--- src/rtl/hz_pkg.sv ---
package hz_pkg;
    localparam int UNITS = 7;
    localparam int SW    = 3;

    localparam int U_FETCH  = 0;
    localparam int U_DEC    = 1;
    localparam int U_RREAD  = 2;
    localparam int U_BRANCH = 3;
    localparam int U_OPSEL  = 4;
    localparam int U_ALU    = 5;
    localparam int U_WB     = 6;

    typedef enum logic [1:0] {
        FWD_RF  = 2'd0,
        FWD_ALU = 2'd1,
        FWD_WB  = 2'd2
    } fwd_sel_e;

    typedef enum logic [1:0] {
        PC_SEQ   = 2'd0,
        PC_HOLD  = 2'd1,
        PC_REDIR = 2'd2
    } pc_sel_e;

    function automatic int unit_stage(input logic [UNITS*SW-1:0] vec, input int u);
        return int'(vec[u*SW +: SW]);
    endfunction
endpackage

--- src/rtl/hz_fwd_point.sv ---
module hz_fwd_point
    import hz_pkg::*;
#(
    parameter int NS    = 5,
    parameter int AW    = 5,
    parameter int C     = 3,
    parameter int S_ALU = 4,
    parameter int S_WB  = 5
) (
    input  logic                   clk,
    input  logic                   rst_n,
    input  logic [NS-1:0]          stg_vld,
    input  logic [NS-1:0]          stg_we,
    input  logic [NS-1:0]          stg_load,
    input  logic [NS-1:0][AW-1:0]  stg_rd,
    input  logic                   cons_vld,
    input  logic                   src_use,
    input  logic [AW-1:0]          src,
    input  logic                   ld_ok,
    output logic [1:0]             fwd_sel,
    output logic                   hazard
);
    typedef struct packed {
        logic [1:0] sel;
        logic       haz;
    } pt_t;

    pt_t pt_d;

    always_comb begin
        logic hit;
        int   ps;
        hit  = 1'b0;
        ps   = 1;
        pt_d = '0;
        // descending scan: the last hit kept is the youngest older producer
        for (int p = NS; p >= 1; p--) begin
            if (p > C && stg_vld[p-1] && stg_we[p-1] &&
                stg_rd[p-1] == src && src != '0) begin
                hit = 1'b1;
                ps  = p;
            end
        end
        if (cons_vld && src_use && hit) begin
            if (ps == S_WB) begin
                if (!stg_load[ps-1] || ld_ok) pt_d.sel = FWD_WB;
                else                          pt_d.haz = 1'b1;
            end else if (ps == S_ALU && !stg_load[ps-1]) begin
                pt_d.sel = FWD_ALU;
            end else begin
                pt_d.haz = 1'b1;
            end
        end
    end

    assign fwd_sel = pt_d.sel;
    assign hazard  = pt_d.haz;

    p_x0_quiet_r2: assert property (@(posedge clk) disable iff (!rst_n)
        (src == '0) |-> (fwd_sel == FWD_RF && !hazard));

    p_idle_operand_r12: assert property (@(posedge clk) disable iff (!rst_n)
        (!cons_vld || !src_use) |-> (fwd_sel == FWD_RF && !hazard));

    p_stall_no_path_r5: assert property (@(posedge clk) disable iff (!rst_n)
        hazard |-> (fwd_sel == FWD_RF));
endmodule

--- src/rtl/hz_squash.sv ---
module hz_squash
    import hz_pkg::*;
#(
    parameter int NS   = 5,
    parameter int S_BR = 3
) (
    input  logic          clk,
    input  logic          rst_n,
    input  logic          br_valid,
    input  logic          br_mispredict,
    output logic [NS-1:0] squash,
    output logic          redirect
);
    typedef struct packed {
        logic [NS-1:0] mask;
        logic          redir;
    } sq_t;

    sq_t sq_d;

    always_comb begin
        sq_d       = '0;
        sq_d.redir = br_valid && br_mispredict;
        for (int s = 0; s < NS; s++) begin
            sq_d.mask[s] = sq_d.redir && (s + 1 < S_BR);
        end
    end

    assign squash   = sq_d.mask;
    assign redirect = sq_d.redir;

    // branch stage and older stages are never squashed
    p_keep_branch_r8: assert property (@(posedge clk) disable iff (!rst_n)
        ((squash >> (S_BR - 1)) == '0));

    p_no_squash_good_r8: assert property (@(posedge clk) disable iff (!rst_n)
        !(br_valid && br_mispredict) |-> (squash == '0 && !redirect));
endmodule

--- src/rtl/hz_ctrl.sv ---
module hz_ctrl
    import hz_pkg::*;
#(
    parameter logic [UNITS*SW-1:0] UNIT_STAGE = {3'd5, 3'd4, 3'd3, 3'd3, 3'd2, 3'd2, 3'd1},
    parameter int                  AW         = 5
) (
    input  logic                                              clk,
    input  logic                                              rst_n,
    input  logic [unit_stage(UNIT_STAGE, U_WB)-1:0]           stg_vld,
    input  logic [unit_stage(UNIT_STAGE, U_WB)-1:0]           stg_we,
    input  logic [unit_stage(UNIT_STAGE, U_WB)-1:0]           stg_load,
    input  logic [unit_stage(UNIT_STAGE, U_WB)-1:0][AW-1:0]   stg_rd,
    input  logic [1:0][AW-1:0]                                rr_src,
    input  logic [1:0]                                        rr_use,
    input  logic [1:0][AW-1:0]                                ops_src,
    input  logic [1:0]                                        ops_use,
    input  logic                                              ld_rsp_ok,
    input  logic                                              br_valid,
    input  logic                                              br_mispredict,
    output logic [1:0][1:0]                                   rr_fwd,
    output logic [1:0][1:0]                                   ops_fwd,
    output logic                                              stall,
    output logic [unit_stage(UNIT_STAGE, U_WB)-1:0]           hold,
    output logic [unit_stage(UNIT_STAGE, U_WB)-1:0]           bubble,
    output logic [unit_stage(UNIT_STAGE, U_WB)-1:0]           squash,
    output logic [1:0]                                        pc_sel
);
    localparam int NS    = unit_stage(UNIT_STAGE, U_WB);
    localparam int S_RR  = unit_stage(UNIT_STAGE, U_RREAD);
    localparam int S_BR  = unit_stage(UNIT_STAGE, U_BRANCH);
    localparam int S_OPS = unit_stage(UNIT_STAGE, U_OPSEL);
    localparam int S_ALU = unit_stage(UNIT_STAGE, U_ALU);
    localparam int S_WB  = NS;

    logic [1:0] rr_haz;
    logic [1:0] ops_haz;
    logic       redirect;

    generate
        for (genvar k = 0; k < 2; k++) begin : g_opnd
            hz_fwd_point #(
                .NS(NS), .AW(AW), .C(S_RR), .S_ALU(S_ALU), .S_WB(S_WB)
            ) u_rr (
                .clk(clk), .rst_n(rst_n),
                .stg_vld(stg_vld), .stg_we(stg_we), .stg_load(stg_load), .stg_rd(stg_rd),
                .cons_vld(stg_vld[S_RR-1]), .src_use(rr_use[k]), .src(rr_src[k]),
                .ld_ok(ld_rsp_ok), .fwd_sel(rr_fwd[k]), .hazard(rr_haz[k])
            );
            hz_fwd_point #(
                .NS(NS), .AW(AW), .C(S_OPS), .S_ALU(S_ALU), .S_WB(S_WB)
            ) u_ops (
                .clk(clk), .rst_n(rst_n),
                .stg_vld(stg_vld), .stg_we(stg_we), .stg_load(stg_load), .stg_rd(stg_rd),
                .cons_vld(stg_vld[S_OPS-1]), .src_use(ops_use[k]), .src(ops_src[k]),
                .ld_ok(ld_rsp_ok), .fwd_sel(ops_fwd[k]), .hazard(ops_haz[k])
            );
        end
    endgenerate

    hz_squash #(.NS(NS), .S_BR(S_BR)) u_squash (
        .clk(clk), .rst_n(rst_n),
        .br_valid(br_valid), .br_mispredict(br_mispredict),
        .squash(squash), .redirect(redirect)
    );

    typedef struct packed {
        logic          stall;
        logic [NS-1:0] hold;
        logic [NS-1:0] bubble;
        logic [1:0]    pc;
    } ctl_t;

    ctl_t ctl_d;

    always_comb begin
        int cs;
        ctl_d = '0;
        cs    = 0;
        if (|rr_haz)  cs = S_RR;
        if (|ops_haz) cs = S_OPS;   // the later point freezes more
        if (redirect) begin
            ctl_d.pc = PC_REDIR;    // squash beats stall
        end else if (cs != 0) begin
            ctl_d.stall = 1'b1;
            ctl_d.pc    = PC_HOLD;
            for (int s = 0; s < NS; s++) begin
                ctl_d.hold[s]   = (s + 1 <= cs);
                ctl_d.bubble[s] = (s == cs);
            end
        end
    end

    assign stall  = ctl_d.stall;
    assign hold   = ctl_d.hold;
    assign bubble = ctl_d.bubble;
    assign pc_sel = ctl_d.pc;

    p_squash_beats_stall_r9: assert property (@(posedge clk) disable iff (!rst_n)
        (br_valid && br_mispredict) |->
            (!stall && hold == '0 && bubble == '0 && pc_sel == PC_REDIR));

    p_single_bubble_r6: assert property (@(posedge clk) disable iff (!rst_n)
        $onehot0(bubble));

    p_stall_shape_r6: assert property (@(posedge clk) disable iff (!rst_n)
        stall |-> (hold[0] && $countones(bubble) == 1 && pc_sel == PC_HOLD));

    p_squash_redirect_r8: assert property (@(posedge clk) disable iff (!rst_n)
        (squash != '0) |-> (pc_sel == PC_REDIR));
endmodule

--- config.mk ---
export PLATFORM = sky130hd
export DESIGN_NAME = hz_ctrl
export DESIGN_NICKNAME = d
export VERILOG_FILES = /design/src/rtl/hz_pkg.sv /design/src/rtl/hz_fwd_point.sv /design/src/rtl/hz_squash.sv /design/src/rtl/hz_ctrl.sv
export SDC_FILE = /design/constraint.sdc
export NUM_CORES = 1
export LEC_CHECK = 0
export BUFFER_PORTS_ARGS = -buffer_cell sky130_fd_sc_hd__clkbuf_2
export CAP_MARGIN = 30
export CELL_PAD_IN_SITES_DETAIL_PLACEMENT = 1
export CELL_PAD_IN_SITES_GLOBAL_PLACEMENT = 1
export CORE_MARGIN = 5
export CORE_UTILIZATION = 26
export DETAILED_ROUTE_END_ITERATION = 7
export PLACE_DENSITY_LB_ADDON = 0.25
export SYNTH_ARGS = -nofsm -noshare
export SYNTH_HDL_FRONTEND = slang
export SYNTH_SLANG_ARGS = --single-unit
export TNS_END_PERCENT = 5
--- constraint.sdc ---
create_clock -name vclk -period 3.9
set_input_delay 0.39 -clock vclk [all_inputs]
set_output_delay 0.39 -clock vclk [all_outputs]
set_load 0.1 [all_outputs]
==> results.md <==
- Largest net degree at the start of global routing: 8
- Fin. Hold Viols: 0
- YS warnings: 0
- Post-place instance area: ~1300 um^2
- Final WL: approximately 3700 um
- Crit Path Max Fanout: 4
- RePlAce Congestion: ~0.8
- Unrepaired setup endpoints after global routing: false
- Crit Path Category: input pin to primary output
- Register area share after synthesis: 0%
- Total die area: roughly 5200 um^2
- Multiplexer share of the synthesized area: 0%
- Leakage: approximately 0.00060 uW
- Layout Nets: about 270
- Slew Limit Fails: 0
- Setup crit end kind: primary output
- F_max: roughly 330 MHz
- Outcome: complete, no violations
- Register Area: 0 um^2
- DR vias: 1179
- Setup Viol. Count Final: 0
- Post-synthesis compound-gate area fraction: a little under a tenth
- Vias/cell: roughly 4.8
- PostCTS Resize Cnt: 0
- Num rows: 22
- # clk buffers: 0
- Final antenna-violating net count: 0
- Post-CTS Setup Inserts: 0
- # IOs: 95
- Post-route cell area: between 1000 and 1500 um^2
- Type of the tightest min-delay check: input pin to primary output
- CP max stage delay: just over 0.5 ns
- Global-route wire length before repair: ~6000 um
- CP max-delay cell: clkbuf_2
- DRC: 0
- Detailed placement HPWL: roughly 3400 um
- Cell Count Post-Placement: roughly 250
- Setup slack after layout: 0.855 ns
- Fin crit share: 78.1%
- Area Growth Syn to Fin: 32.3%
- CP most frequent cell: clkbuf_2
- Hold_buf cts: 0
- Initial Utilization: a little over a quarter
- Avg WL per Cell: ~15 um
- WP data required: 3.51 ns
- Share of layout cells above drive strength 1: ~37%
- Iteration-0 DRC Markers: 13
- Max-cap viol count: 0
- Synth Cell Area: just under 1000 um^2
- Area of the multi-input gates: 907 um^2
- Hold worst-path end: rr_fwd[0]
- Syn_area_per_cell: between 7 and 8 um^2
- Post-synth cell types: 33
- Port Buf Inserts: a little under 70
- Cells along the critical path: clkbuf_2, xor2_1, or4_1, a2111o_1, nor2_1, a311oi_1, a21oi_1, clkbuf_2
- Post-Synth XOR/XNOR Area: between 40% and 50%
- CP Launch Point: stg_rd[23]
- Tightest Pin Transition: between 0.5 and 0.6 ns
- Power, Total: approximately 170 uW
- Final min period: between 3 and 4 ns
- Placement Setup Slack: 0.847 ns
- Finished Layout Cells: 246
- Largest family of logic cells by synthesized area: XOR/XNOR gates
- N_diodes: 0
- Final global-route overflow total: 0
- Seq Cell Count: 0
- Adder-cell area share of the yosys netlist: 0%
- Vias in the first global route: 1259
- Core area: ~3700 um^2
- WHS Path Cells: 3
- Peak supply drop: just under 90 uV
- CP top delay family: compound AO/OA/AOI/OAI gates
- Die Y: around 72 um
- Startpoint types: input pin
- Hold Path Origin: stg_load[3]
- Initial antenna violation count: 0
- Die Span X: about 72 um
- PD cells: roughly 130 nW/um^2
- Simple-Gate Fraction of Synth Area: 34.4%
- WP buf/inv: 2
- # fillers: 494
- Slew headroom: ~61%
- Total global-route track usage: a little over an eighth
- DR pass1 iterations: 4
- Synth Instances: roughly 140
- Crit path DAT: 2.65 ns
- Fin Hold WS: about 1.4 ns
## cell usage after synthesis
cell type	count	share of area, %
nor3b_1	3	2.3
o2111ai_1	2	1.8
nor2_2	1	0.63
xor2_1	27	24
nor3_1	6	3.0
a211oi_1	1	0.76
nand3b_1	1	0.76
nand2_1	10	3.8
nand3_1	5	2.5
and4b_1	2	2.0
nor2_1	8	3.0
conb_1	1	0.38
a21o_2	1	0.88
or4_1	3	2.3
nor2b_1	1	0.63
a311oi_1	1	0.88
xnor2_1	23	20
and3b_1	1	0.88
and3_1	1	0.63
or4b_2	1	1.0
a31oi_1	1	0.63
nand4b_1	1	0.88
nand2b_1	1	0.63
and2_1	1	0.63
a2111o_1	1	1.1
a22o_1	1	0.88
a21oi_1	3	1.5
o211ai_1	1	0.76
buf_4	15	11
buf_2	1	0.50
nor4_1	7	4.4
nor3b_2	1	1.3
nand4_1	5	3.2
## cells in the final DEF (no fill, tap or decap), types with 2 or more instances in the layout
master and count:
a21oi_1 3, and4b_1 2, clkbuf_2 69, conb_1 8
nand2_1 10, nand3_1 5, nand4_1 5, nor2_1 8
nor3_1 6, nor3b_1 3, nor4_1 6, o2111ai_1 2
or4_1 3, xnor2_1 23, xor2_1 27
## stage by stage
| step | setup TNS (ns) | utilization, % |
|---|---|---|
| after floorplan | -1.19 | - |
| after global placement | 0 | 35.6 |
| after detailed placement | 0 | 35.6 |
| after CTS | 0 | 35.6 |
| after global routing | 0 | 35.6 |
| final | 0 | 35.6 |
## cell families (layout without fill, tap and decap cells)
kind of cell           count (synthesis)  after routing
AND/OR/NAND/NOR                       59             59
other                                  1              8
AO/OA/AOI/OAI                         12             12
buffers and inverters                 16             69
XOR/XNOR                              50             50
## how the worst max path moves through the flow
stage	to	slack (ns)	depth (start not counted)
after floorplan	rr_fwd[2]	-0.32	4
after global placement	hold[1]	0.88	8
after detailed placement	hold[0]	0.85	8
after CTS	hold[0]	0.84	8
after global routing	pc_sel[0]	0.75	8
final	hold[0]	0.86	8
## area by class of cell
cell class | count | share of cell area (%)
multi-input cells | 129 | 69.1
repair buffers | 69 | 26.3
well taps | 48 | 4.58
## tightest hold or removal path, stage by stage
cell      delay, ns
clkbuf_2       0.15
nor3b_1        0.07
clkbuf_2       0.36
## metal layers
layer | share of wire [%] | GRT usage, % | vias to the layer above
li1 | - | - | 592
met1 | 45 | 19.3 | 532
met2 | 47 | 23.8 | 55
met3 | 8.4 | 1.40 | 0
met4 | 0 | 0 | 0
met5 | 0 | 0 | -
## power by group
group / switching [uW] / internal, uW / leakage (uW)
clock: 0 / 0 / 0
sequential: 0 / 0 / 0
combinational: 114 / 53.8 / 0.000596
total: 114 / 53.8 / 0.000596
No activity file was read; power rests on OpenSTA's default activity.
